### src/rtl/mm_pkg.sv
package mm_pkg;

  typedef enum logic [1:0] {
    ST_IDLE = 2'd0,
    ST_RUN  = 2'd1,
    ST_FIX  = 2'd2
  } mm_state_e;

  // Sum output of one dual-field adder cell.
  function automatic logic cell_sum(input logic x, input logic y, input logic c);
    return x ^ y ^ c;
  endfunction

  // Carry output of one dual-field adder cell; forced low in polynomial mode.
  function automatic logic cell_carry(input logic x, input logic y, input logic c,
                                      input logic int_mode);
    return int_mode & ((x & y) | (x & c) | (y & c));
  endfunction

endpackage

### src/rtl/dfa_adder.sv
module dfa_adder #(
  parameter int W = 8
) (
  input  logic [W-1:0] x,
  input  logic [W-1:0] y,
  input  logic         cin,
  input  logic         int_mode,
  output logic [W-1:0] sum,
  output logic         cout
);
  logic [W:0] chain;

  assign chain[0] = cin;

  for (genvar i = 0; i < W; i++) begin : g_cell
    assign sum[i]     = mm_pkg::cell_sum(x[i], y[i], chain[i]);
    assign chain[i+1] = mm_pkg::cell_carry(x[i], y[i], chain[i], int_mode);
  end

  assign cout = chain[W];
endmodule

### src/rtl/mm_iter.sv
module mm_iter #(
  parameter int K = 8,
  localparam int W = K + 2
) (
  input  logic [W-1:0] acc,
  input  logic [K-1:0] mcand,
  input  logic [W-1:0] mod_ext,
  input  logic         a_bit,
  input  logic         int_mode,
  output logic [W-1:0] next_acc,
  output logic         ovf
);
  logic [W-1:0] add1, add2, s1, s2;
  logic         co1, co2, q_bit;

  assign add1 = a_bit ? {2'b00, mcand} : '0;

  dfa_adder #(.W(W)) u_add_b (
    .x(acc), .y(add1), .cin(1'b0), .int_mode(int_mode), .sum(s1), .cout(co1)
  );

  assign q_bit = s1[0];
  assign add2  = q_bit ? mod_ext : '0;

  dfa_adder #(.W(W)) u_add_m (
    .x(s1), .y(add2), .cin(1'b0), .int_mode(int_mode), .sum(s2), .cout(co2)
  );

  // Halving is a plain shift in both fields.
  assign next_acc = {1'b0, s2[W-1:1]};
  assign ovf      = co1 | co2 | s2[0];
endmodule

### src/rtl/mm_ctrl.sv
module mm_ctrl #(
  parameter int K = 8,
  localparam int CW = $clog2(K + 1)
) (
  input  logic clk,
  input  logic rst_n,
  input  logic start,
  output logic load,
  output logic iter_step,
  output logic fix_step,
  output logic busy,
  output logic done
);
  import mm_pkg::*;

  localparam logic [CW-1:0] LAST = CW'(K - 1);

  mm_state_e     state_q;
  logic [CW-1:0] cnt_q;
  logic          done_q;

  assign load      = start && (state_q == ST_IDLE);
  assign iter_step = (state_q == ST_RUN);
  assign fix_step  = (state_q == ST_FIX);
  assign busy      = (state_q != ST_IDLE);
  assign done      = done_q;

  always_ff @(posedge clk or negedge rst_n) begin
    if (!rst_n) begin
      state_q <= ST_IDLE;
      cnt_q   <= '0;
      done_q  <= 1'b0;
    end else begin
      done_q <= fix_step;
      unique case (state_q)
        ST_IDLE: if (load) begin
          state_q <= ST_RUN;
          cnt_q   <= '0;
        end
        ST_RUN: begin
          if (cnt_q == LAST) state_q <= ST_FIX;
          cnt_q <= cnt_q + 1'b1;
        end
        ST_FIX:  state_q <= ST_IDLE;
        default: state_q <= ST_IDLE;
      endcase
    end
  end
endmodule

### src/rtl/dualfield_mont_mul.sv
module dualfield_mont_mul #(
  parameter int K = 32
) (
  input  logic         clk,
  input  logic         rst_n,
  input  logic         start,
  input  logic         field_sel,
  input  logic [K-1:0] op_a,
  input  logic [K-1:0] op_b,
  input  logic [K-1:0] modulus,
  output logic         busy,
  output logic         done,
  output logic [K-1:0] product
);
  localparam int W = K + 2;

  logic         load, iter_step, fix_step;
  logic [K-1:0] a_sh, b_q, m_q, prod_q;
  logic         fsel_q;
  logic [W-1:0] acc_q, acc_next, mod_ext, diff;
  logic         no_borrow, sub_taken, ovf;

  mm_ctrl #(.K(K)) u_ctrl (
    .clk(clk), .rst_n(rst_n), .start(start), .load(load),
    .iter_step(iter_step), .fix_step(fix_step), .busy(busy), .done(done)
  );

  // Polynomial mode carries the implied x^K term of the field polynomial.
  assign mod_ext = fsel_q ? {2'b00, m_q} : {2'b01, m_q};

  mm_iter #(.K(K)) u_iter (
    .acc(acc_q), .mcand(b_q), .mod_ext(mod_ext), .a_bit(a_sh[0]),
    .int_mode(fsel_q), .next_acc(acc_next), .ovf(ovf)
  );

  // Final correction: acc - p via the same carry-gated cells, carries enabled.
  dfa_adder #(.W(W)) u_sub (
    .x(acc_q), .y(~{2'b00, m_q}), .cin(1'b1), .int_mode(1'b1),
    .sum(diff), .cout(no_borrow)
  );

  assign sub_taken = fsel_q & no_borrow;

  always_ff @(posedge clk or negedge rst_n) begin
    if (!rst_n) begin
      a_sh   <= '0;
      b_q    <= '0;
      m_q    <= '0;
      fsel_q <= 1'b0;
      acc_q  <= '0;
      prod_q <= '0;
    end else begin
      if (load) begin
        a_sh   <= op_a;
        b_q    <= op_b;
        m_q    <= modulus;
        fsel_q <= field_sel;
        acc_q  <= '0;
      end else if (iter_step) begin
        a_sh  <= a_sh >> 1;
        acc_q <= acc_next;
      end
      if (fix_step) prod_q <= sub_taken ? diff[K-1:0] : acc_q[K-1:0];
    end
  end

  assign product = prod_q;
endmodule


### config.mk
export PLATFORM = sky130hd
export DESIGN_NAME = dualfield_mont_mul
export DESIGN_NICKNAME = d
export VERILOG_FILES = /design/src/rtl/mm_pkg.sv /design/src/rtl/dfa_adder.sv /design/src/rtl/mm_iter.sv /design/src/rtl/mm_ctrl.sv /design/src/rtl/dualfield_mont_mul.sv
export SDC_FILE = /design/constraint.sdc
export NUM_CORES = 1
export LEC_CHECK = 0
export BUFFER_PORTS_ARGS = -buffer_cell sky130_fd_sc_hd__buf_2
export CORE_MARGIN = 4
export CORE_UTILIZATION = 54
export DETAILED_ROUTE_END_ITERATION = 10
export PLACE_DENSITY = 0.78
export SYNTH_ARGS = -nofsm -noshare
export SYNTH_HDL_FRONTEND = slang
export SYNTH_HIERARCHICAL = 1
export SYNTH_SLANG_ARGS = --single-unit
### constraint.sdc
create_clock -name clk -period 17.45 [get_ports clk]
set_clock_uncertainty 0.05 [all_clocks]
set_input_delay 1.745 -clock clk [delete_from_list [all_inputs] [get_ports clk]]
set_output_delay 1.745 -clock clk [all_outputs]
set_load 0.005 [all_outputs]
# After elaboration in Yosys (flattened, before gate mapping)
# Index checks and enable logic that the tools add are counted.
[word_totals]
reg_bits = 172
latch_bits = 0
ram_bits = 0
mem_bits_ro = 0
inputBits = 100
out_inout_bits = 34
n_memories = 0
[op_classes]
addsub = 1
n_mul = 0
n_div = 0
n_lt_le_gt_ge = 0
eq_ne = 5
shift = 0
n_mux = 13
bitwise_logic = 755
n_reduce_logical = 7
[ops]
columns = ["operator", "count"]
rows = [
  ["AND 1 bit", 359],
  ["bitwise OR 1 bit", 196],
  ["bitwise XOR 1 bit", 193],
  ["2-to-1 mux 32 bit", 4],
  ["2-to-1 mux 34 bit", 2],
  ["2-to-1 mux 33 bit", 2],
  ["inverter 32 -> 34 bit", 1],
  ["one-hot mux 6 bit (2 select lines)", 1],
  ["adder 6 x 1 -> 6 bit, second input constant", 1],
  ["equality test 6 x 5 -> 1 bit, second input constant", 1],
  ["2-to-1 mux 6 bit", 1],
  ["nonzero test 2 bit", 3],
  ["2-to-1 mux 2 bit", 2],
  ["one-hot mux 2 bit (2 select lines)", 1],
  ["AND reduction 2 bit", 2],
  ["bitwise XOR 1 bit, second input constant", 3],
  ["equality test 2 x 1 -> 1 bit, second input constant", 1],
  ["equality test 2 bit, second input constant", 1],
  ["zero test 2 bit", 1],
  ["!= test 2 x 1 -> 1 bit, second input constant", 1],
  ["!= test 2 bit, second input constant", 1],
  ["AND 1 bit, first input constant", 1],
  ["AND 1 bit, second input constant", 1],
  ["logical AND 1 bit", 1],
  ["inverter 1 bit", 1],
]

# Depth between registers and ports, before layout
# Gate-level depths: netlist (run 1).
[depth]
ltp_word = 136
depth_mapped = 75
depth_no_buf = 75

# By module
# The synthesis (run 1) kept the hierarchy.
[modules_own_cells]
columns = ["module", "n_inst", "cells_per_inst", "area_per_inst_um2", "seq_area_each_um2"]
rows = [
  ["dualfield_mont_mul", 1, 639, 7059.3, 4078.9],
  ["dfa_adder (u_iter.u_add_m ...)", 2, 75, 925.9, 0.0],
  ["dfa_adder (u_iter.u_add_b)", 1, 75, 923.4, 0.0],
  ["mm_iter", 1, 75, 503.0, 0.0],
  ["mm_ctrl", 1, 40, 435.4, 225.2],
]

# Worst setup path after synthesis (run 1)
# No wires, ideal clock.
[synth_path]
path_kind = "reg2reg"
startpoint = "register a_sh[0]"
endpoint = "register acc_q[32]"
setup_ns = 0.121
arrival_time_ns = 17.866
required_time_ns = 17.279
setup_slack_ns = -0.587
stages_incl_launch_ff = 73
synth_period_minus_slack_ns = 18.037
path_cell_list = "dfrtp_1 -> and2_1 -> inv_1 -> fa_1 -> nor2b_1 -> fa_1 -> and2_1 -> fa_1 -> and2_1 -> fa_1 -> and2_1 -> fa_1 -> and2_1 -> fa_1 -> and2_1 -> fa_1 -> and2_1 -> fa_1 -> [37 not listed] -> fa_1 -> and2_1 -> fa_1 -> and2_1 -> fa_1 -> and2_1 -> fa_1 -> and2_1 -> fa_1 -> and2_1 -> fa_1 -> and2_1 -> fa_1 -> and2_1 -> fa_1 -> fa_1 -> mux2i_1 -> nor2_1"
[synth_via]
elab_chain_len = 136
elab_cells_between_ends = 458
[synth_rtl]
columns = ["item", "line", "rtl"]
rows = [
  ["from (decl)", "dualfield_mont_mul.sv:18", "logic [K-1:0] a_sh, b_q, m_q, prod_q;"],
  ["from (signal assigned)", "dualfield_mont_mul.sv:54", "a_sh <= op_a;"],
  ["from (signal assigned)", "dualfield_mont_mul.sv:60", "a_sh <= a_sh >> 1;"],
  ["2-to-1 mux 32 bit (*)", "mm_iter.sv:16", "assign add1 = a_bit ? {2'b00, mcand} : '0;"],
  ["via u_iter.add1[0]", "mm_iter.sv:13", "logic [W-1:0] add1, add2, s1, s2;"],
  ["AND 1 bit (*) (2 in a row)", "mm_pkg.sv:17", "return int_mode & ((x & y) | (x & c) | (y & c));"],
  ["AND 1 bit", "mm_pkg.sv:17", ""],
  ["bitwise OR 1 bit", "mm_pkg.sv:17", ""],
  ["bitwise OR 1 bit (*)", "mm_pkg.sv:17", ""],
  ["AND 1 bit (*)", "mm_pkg.sv:17", ""],
  ["AND 1 bit", "mm_pkg.sv:17", ""],
  ["[121 not listed]", "n/a", ""],
  ["bitwise OR 1 bit (*)", "mm_pkg.sv:17", ""],
  ["AND 1 bit (*)", "mm_pkg.sv:17", ""],
  ["bitwise XOR 1 bit (*)", "mm_pkg.sv:11", "return x ^ y ^ c;"],
  ["via u_iter.s1[33]", "mm_iter.sv:13", ""],
  ["bitwise XOR 1 bit (*) (2 in a row)", "mm_pkg.sv:11", ""],
  ["via acc_next[32]", "dualfield_mont_mul.sv:20", "logic [W-1:0] acc_q, acc_next, mod_ext, diff;"],
  ["2-to-1 mux 34 bit (*)", "dualfield_mont_mul.sv:59", "end else if (iter_step) begin"],
  ["2-to-1 mux 34 bit (*)", "dualfield_mont_mul.sv:53", "if (load) begin"],
  ["to (signal assigned)", "dualfield_mont_mul.sv:61", "acc_q <= acc_next;"],
  ["to (decl)", "dualfield_mont_mul.sv:20", ""],
]
# The timed path passes the listed nets; every way through them passes the cells marked *. The select of a mux whose other input is x is not followed.
# A chain may end at the register's enable or synchronous reset.

# Final worst setup path (run 1)
[layout_path]
startpoint = "register acc_q[0]"
endpoint = "register acc_q[32]"
[layout_via]
elab_chain_len = 135
elab_cells_between_ends = 395
[layout_rtl]
columns = ["item", "line"]
rows = [
  ["AND 1 bit (*) (2 in a row)", "mm_pkg.sv:17"],
  ["AND 1 bit", "mm_pkg.sv:17"],
  ["bitwise OR 1 bit", "mm_pkg.sv:17"],
  ["bitwise OR 1 bit (*)", "mm_pkg.sv:17"],
  ["AND 1 bit (*)", "mm_pkg.sv:17"],
  ["AND 1 bit", "mm_pkg.sv:17"],
  ["bitwise OR 1 bit", "mm_pkg.sv:17"],
  ["bitwise OR 1 bit (*)", "mm_pkg.sv:17"],
  ["[119 not listed]", "n/a"],
  ["bitwise OR 1 bit (*)", "mm_pkg.sv:17"],
  ["AND 1 bit (*)", "mm_pkg.sv:17"],
  ["bitwise XOR 1 bit (*)", "mm_pkg.sv:11"],
  ["via u_iter.s1[33]", "mm_iter.sv:13"],
  ["bitwise XOR 1 bit (*) (2 in a row)", "mm_pkg.sv:11"],
  ["via acc_next[32]", "dualfield_mont_mul.sv:20"],
  ["2-to-1 mux 34 bit (*)", "dualfield_mont_mul.sv:59"],
  ["2-to-1 mux 34 bit (*)", "dualfield_mont_mul.sv:53"],
]
# Marked as above.

==> results of run 1 <==
layout make-up:
class | instances | area, sq um | share of cell area
Inverter | 46 | 181 | 0.0142
Antenna cell | 1 | 2.50 | 0.000196
Clock inverter | 13 | 103 | 0.00805
Sequential cell | 172 | 4310 | 0.338
Tap cell | 265 | 332 | 0.0260
Clock buffer | 19 | 443 | 0.0347
Timing Repair Buffer | 164 | 1030 | 0.0805
Multi-Input combinational cell | 701 | 6350 | 0.498
stage by stage:
step	hold WS (ns)	instance area [sq um]
after detailed placement	0.418	11500
after floorplan	0.399	10800
after global routing	0.460	12700
after CTS	0.432	12700
after global placement	0.409	11500
final	0.435	12700
worst max-delay path, delay by kind of cell, from the launching register on:
kind                     cells  cell delay [ns]
flip-flops                   1             0.39
buffers and inverters        2             0.21
multiplexers                 1             0.16
AND/OR/NAND/NOR             34             4.95
adder cells (fa/ha/maj)     35            11.88
registers in the layout (all words and copies together), names as in the netlist:
signal / count
acc_q: 34
a_sh: 32
product: 32
m_q: 32
u_ctrl/cnt_q: 6
u_ctrl/state_q: 2
fsel_q: 1
u_ctrl/done: 1
b_q: 32
layer usage:
layer	up-vias	wire length, microns	share of wire
li1	3396	-	-
met1	3685	9700	0.42
met2	199	12000	0.51
met3	40	1230	0.053
met4	4	420	0.018
met5	-	21	0.00090
placed cells by master, fill, tap and decap left out, drive strengths merged, types with 3 or more instances in the layout:
cell,n
dfrtp,172
nor2,66
a31oi,32
a21bo,32
nand2,69
nor2b,3
clkinv,6
conb,16
nand3,37
buf,163
mux2i,67
and2,164
inv,50
o21ai,68
clkinvlp,3
fa,102
mux2,32
clkbuf,20
power by group through the flow:
stage               clock, mW  sequential [mW]  combinational (mW)
detailed placement          0            0.683               0.772
CTS                     0.364            0.681               0.874
floorplan                   0            0.650               0.578
global route            0.383            0.707                1.03
global placement            0            0.675               0.736
finish                  0.359            0.682               0.899
how the worst max path moves through the flow:
| stage | slack (ns) | endpoint | startpoint | cells after the start |
|---|---|---|---|---|
| 2_1_floorplan | -0.39 | acc_q[32]$_DFFE_PN0P_ | a_sh[0]$_DFFE_PN0P_ | 72 |
| 4_1_cts | -0.38 | acc_q[32]$_DFFE_PN0P_ | a_sh[0]$_DFFE_PN0P_ | 72 |
| 3_5_place_dp | -1.39 | acc_q[32]$_DFFE_PN0P_ | a_sh[0]$_DFFE_PN0P_ | 72 |
| 6_report | -0.38 | acc_q[32]$_DFFE_PN0P_ | acc_q[0]$_DFFE_PN0P_ | 72 |
| 3_3_place_gp | -1.03 | acc_q[32]$_DFFE_PN0P_ | a_sh[0]$_DFFE_PN0P_ | 72 |
| 5_1_grt | -0.82 | acc_q[32]$_DFFE_PN0P_ | a_sh[0]$_DFFE_PN0P_ | 72 |
what timing repair did:
item                       in CTS  in global routing
setup endpoints to repair      35                 35
pin swaps                      37                 33
cloned                          3                  2
setup buffers                   5                  2
gates resized for setup       187                 10
==> out/results.ini, run 1 <==
[detailed_routing]
first_pass_iters=5
drcViolationCount=0
wl_microns=23400
wl_per_cell_microns=16.9
vias_per_cell=5.30
vias=7324
drt_iter0_markers=467
drt.antenna.violating_nets=0

[hold_path]
hold_end=b_q[7]$_DFFE_PN0P_
hold_start=b_q[7]$_DFFE_PN0P_
whs_path_depth=1
holdCritPathClass=reg -> reg

[placed_design]
place_worst_setup_slack_ns=-1.39
gp_congestion=0.820
dp_hpwl_microns=14500
portBuffers=133
post-place-cells=1336

[clock_tree]
postCtsHoldBufs=0
cts.path.max_buffers=2
clockRootBuffer=clkbuf_16
insertion_delay_ns=0.44
htree_num_levels=4
cts_tree=yes
clk_pin_slew_worst_paths_ns=0.06
cts-buffers-inserted=17
cts_sinks=172

[sta]
finalWorstSetupSlack_ns=-0.377
finalSetupTns_ns=-0.377
finalHoldViolCount=0
finalSetupViolCount=1
relSlewSlack=0.328
tightest_slew_ns=1.01
fmax_ghz=0.0561
maxSlewViolCount=0
layout_min_cycle_time_ns=17.83
timing.final.crit_share=1.02
grt_setup_unrepaired=yes

[critical_path]
r2r-start=acc_q[0]$_DFFE_PN0P_
max_stage_delay_ns=0.55
required_ns=17.68
rr_worst_depth=72
crit_type=reg -> reg
crit_fanout=2
reg2reg_slack_ns=-0.38
critPathLaunchType=register
reg2reg_to=acc_q[32]$_DFFE_PN0P_
timing.critical_path.arrival_ns=18.06
crit_path_top_delay_cell=fa_1
path_common_cell=fa_2
critPathCaptureType=register

[grt]
grt_pass1_wl_microns=39000
use_met3=0.0538
grt_overflow=0
antenna_found_initial=3
grt_max_degree=108
grt_busiest_layer=met2
grt_pass1_vias=7806
grt_use_met2=0.380
grtUsageMet1=0.289
track_usage=0.224

[floorplanning]
core.rowCount=51
start_util=0.551
die_y_microns=149
design.die.area_sq_mm=0.0222
ioPinCount=134
core_sq_mm=0.0195
fp.dieW_microns=149

[power]
p_leak_nw=6.12
p_comb_frac=0.464
p_clk_frac=0.185
power_mw=1.94
switchingPower_uw=740
ir_drop_v=0.0000816
power.internal_mw=1.20
power_frac_seq=0.351
p_sw_frac=0.381
p_per_area_mw_per_mm2=152

[finish]
final_util=0.653
fin_cells=1381
n_fill_cell=1507
nNetsFinal=1305
layout-drive-gt1-share=0.387
syn2layout_area_growth_pct=18.6

[synthesis]
synth_area_sq_mm=0.0108
ys_warn_count=6
netlist_instances=975
syn_avg_cell_area_sq_um=11.0

[run_status]
violations=setup timing
outcome=finished with violations

[job]
drv_cap=0

No activity file was read; power rests on OpenSTA's default activity.
==> run 2: changes to the inputs <==
--- a/config.mk
+++ b/config.mk
@@ -10,4 +10,5 @@
 export CORE_UTILIZATION = 54
 export DETAILED_ROUTE_END_ITERATION = 10
+export GPL_TIMING_DRIVEN = 0
 export PLACE_DENSITY = 0.78
 export SYNTH_ARGS = -nofsm -noshare
==> constraint.sdc (replaced) <==
create_clock -name clk -period 17.45 [get_ports clk]
set_clock_uncertainty 0.05 [all_clocks]
set_input_delay 3.49 -clock clk [delete_from_list [all_inputs] [get_ports clk]]
set_output_delay 3.49 -clock clk [all_outputs]
set_load 0.005 [all_outputs]
==> run 2 against run 1 <==
  * The flow still finishes with violations (setup timing)
  * Design area grew 3.1%
  * Critical path depth is the same
  * Maximum frequency grew 1.3%
  * Cell count grew 3.5%
  * Utilization grew 2.0 points
  * Global-route usage grew 2.1 points
  * First-iteration DRC count is the same
  * Register-to-register slack gained 0.23 ns
  * Die area is the same
==> out/results.ini, run 2 (same netlist as run 1, synthesis figures left out) <==
[placed_design]
dp_hpwl_microns=18200  ; was 14500 microns
post-place-cells=1387  ; was 1336
gp_congestion=0.834  ; was 0.820
portBuffers=133  ; unchanged

[run_status]
outcome=finished with violations  ; unchanged
violations=setup timing  ; unchanged

[critical_path]
max_stage_delay_ns=0.49  ; was 0.55 ns
crit_path_top_delay_cell=fa_1  ; unchanged
crit_type=reg -> reg  ; unchanged
required_ns=17.72  ; was 17.68 ns
critPathCaptureType=register  ; unchanged
crit_fanout=2  ; unchanged
critPathLaunchType=register  ; unchanged
timing.critical_path.arrival_ns=17.86  ; was 18.06 ns

[clock_tree]
cts_sinks=172  ; unchanged
cts-buffers-inserted=17  ; unchanged
clockRootBuffer=clkbuf_16  ; unchanged
cts_tree=yes  ; unchanged
htree_num_levels=4  ; unchanged
cts.path.max_buffers=2  ; unchanged
clk_pin_slew_worst_paths_ns=0.07  ; was 0.06 ns
postCtsHoldBufs=0  ; unchanged
insertion_delay_ns=0.44  ; about the same

[sta]
tightest_slew_ns=0.614  ; was 1.01 ns
finalHoldViolCount=0  ; unchanged
finalWorstSetupSlack_ns=-0.144  ; was -0.377 ns
grt_setup_unrepaired=yes  ; unchanged
finalSetupViolCount=1  ; unchanged
relSlewSlack=0.591  ; was 0.328
timing.final.crit_share=1.01  ; was 1.02
layout_min_cycle_time_ns=17.59  ; was 17.83 ns
finalSetupTns_ns=-0.144  ; was -0.377 ns
fmax_ghz=0.0568  ; was 0.0561 GHz
whs_ns=0.425  ; was 0.435 ns
maxSlewViolCount=0  ; unchanged

[detailed_routing]
wl_microns=26700  ; was 23400 microns
vias_per_cell=5.43  ; was 5.30
drt.antenna.violating_nets=0  ; unchanged
first_pass_iters=5  ; unchanged
vias=7762  ; was 7324
drt_iter0_markers=467  ; unchanged
wl_per_cell_microns=18.7  ; was 16.9 microns
drcViolationCount=0  ; unchanged

[finish]
layout-drive-gt1-share=0.415  ; was 0.387
n_fill_cell=1455  ; was 1507
final_util=0.673  ; was 0.653
nNetsFinal=1355  ; was 1305
final_cell_mix=171 x dfrtp_1, 157 x buf_2, 100 x and2_4  ; was 171 x dfrtp_1, 132 x buf_2, 94 x and2_4
final_common_cell=dfrtp_1  ; unchanged
num_antenna_cells=0  ; was 1
syn2layout_area_growth_pct=22.3  ; was 18.6%
regMostFlops=acc_q  ; unchanged
fin_cells=1430  ; was 1381
largest_reg_flops=34  ; unchanged

[power]
p_sw_frac=0.376  ; was 0.381
p_leak_nw=6.41  ; was 6.12 nW
p_clk_frac=0.203  ; was 0.185
switchingPower_uw=761  ; was 740 uW
power_frac_seq=0.339  ; was 0.351
power.internal_mw=1.26  ; was 1.20 mW
p_per_area_mw_per_mm2=154  ; was 152 mW/mm^2
p_comb_frac=0.458  ; was 0.464
ir_drop_v=0.0000768  ; was 0.0000816 V

[floorplanning]
core_sq_mm=0.0195  ; unchanged
ioPinCount=134  ; unchanged
core.rowCount=51  ; unchanged
start_util=0.551  ; unchanged
design.die.area_sq_mm=0.0222  ; unchanged
die_y_microns=149  ; unchanged
fp.dieW_microns=149  ; unchanged

[job]
drv_cap=0  ; unchanged

[grt]
track_usage=0.244  ; was 0.224
grt_max_degree=96  ; was 108
antenna_found_initial=2  ; was 3
grt_pass1_vias=8249  ; was 7806
grt_overflow=0  ; unchanged
grt_pass1_wl_microns=41800  ; was 39000 microns

[hold_path]
holdCritPathClass=reg -> reg  ; unchanged

[run 2: changes by cell type in the layout (fill, tap and decap cells not counted), sizes merged]
cell / before / now
inv: 50 / 48
and2: 164 / 165
clkbuf: 20 / 40
bufinv: 0 / 4
clkinvlp: 3 / 2
buf: 163 / 192
clkinv: 6 / 5
diode: 1 / 0
[run 2: final cells by class]
class / count / area, sq um / area share
multi-input combinational: 702 / 6380 / 0.485
sequential: 172 / 4310 / 0.328
timing repair buffer: 146 / 855 / 0.0650
buffer: 67 / 464 / 0.0353
clock buffer: 19 / 443 / 0.0337
tap: 265 / 332 / 0.0252
clock inverter: 13 / 189 / 0.0144
inverter: 46 / 178 / 0.0135
[run 2: stage by stage]
stage,power (mW),worst slack (ns),instance area [sq um]
global route,2.19,-0.525,13100
detailed placement,1.47,-1.53,11800
floorplan,1.23,-0.394,10800
global placement,1.42,-1.28,11800
finish,2.03,-0.144,13100
CTS,1.99,-0.151,13000
[run 2: worst paths after layout]
path                                           from                    end  slack, ns  cells after the start
worst max-delay path            a_sh[0]$_DFFE_PN0P_  acc_q[32]$_DFFE_PN0P_      -0.14                     72
worst min-delay path             b_q[7]$_DFFE_PN0P_     b_q[7]$_DFFE_PN0P_       0.43                      1
worst max register to register  a_sh[0]$_DFFE_PN0P_  acc_q[32]$_DFFE_PN0P_      -0.14                     72
worst min register to register   b_q[7]$_DFFE_PN0P_     b_q[7]$_DFFE_PN0P_       0.43                      1
max in group asynchronous                     rst_n    a_sh[4]$_DFFE_PN0P_      13.49                      2
min in group asynchronous                     rst_n    m_q[15]$_DFFE_PN0P_       2.98                      1
[run 2: power by group through the flow]
stage	clock [mW]	sequential (mW)	combinational, mW
after floorplan	0	0.650	0.578
after global placement	0	0.679	0.744
after detailed placement	0	0.685	0.785
after CTS	0.415	0.683	0.895
after global routing	0.433	0.709	1.05
final	0.412	0.686	0.928
[run 2: worst max-delay path: cells and delay by family (launching register included)]
kind	cells	cell delay, ns
flops	1	0.43
simple gates	35	5.07
buf+inv	1	0.05
mux	1	0.14
fa+ha+maj	35	11.69
[run 2: layer usage]
metal / global-route usage / vias to the layer above / wire length [microns]
met1: 0.310 / 3912 / 10700
met3: 0.0559 / 61 / 1770
met2: 0.412 / 275 / 13300
met5: 0 / - / 14
li1: - / 3510 / -
met4: 0.0947 / 4 / 895
[run 2: repair_timing]
item	in CTS	in global routing
pin swaps	34	39
gates cloned	4	1
setup endpoints to repair	35	34
gates resized for setup	194	26
buffers inserted	9	1
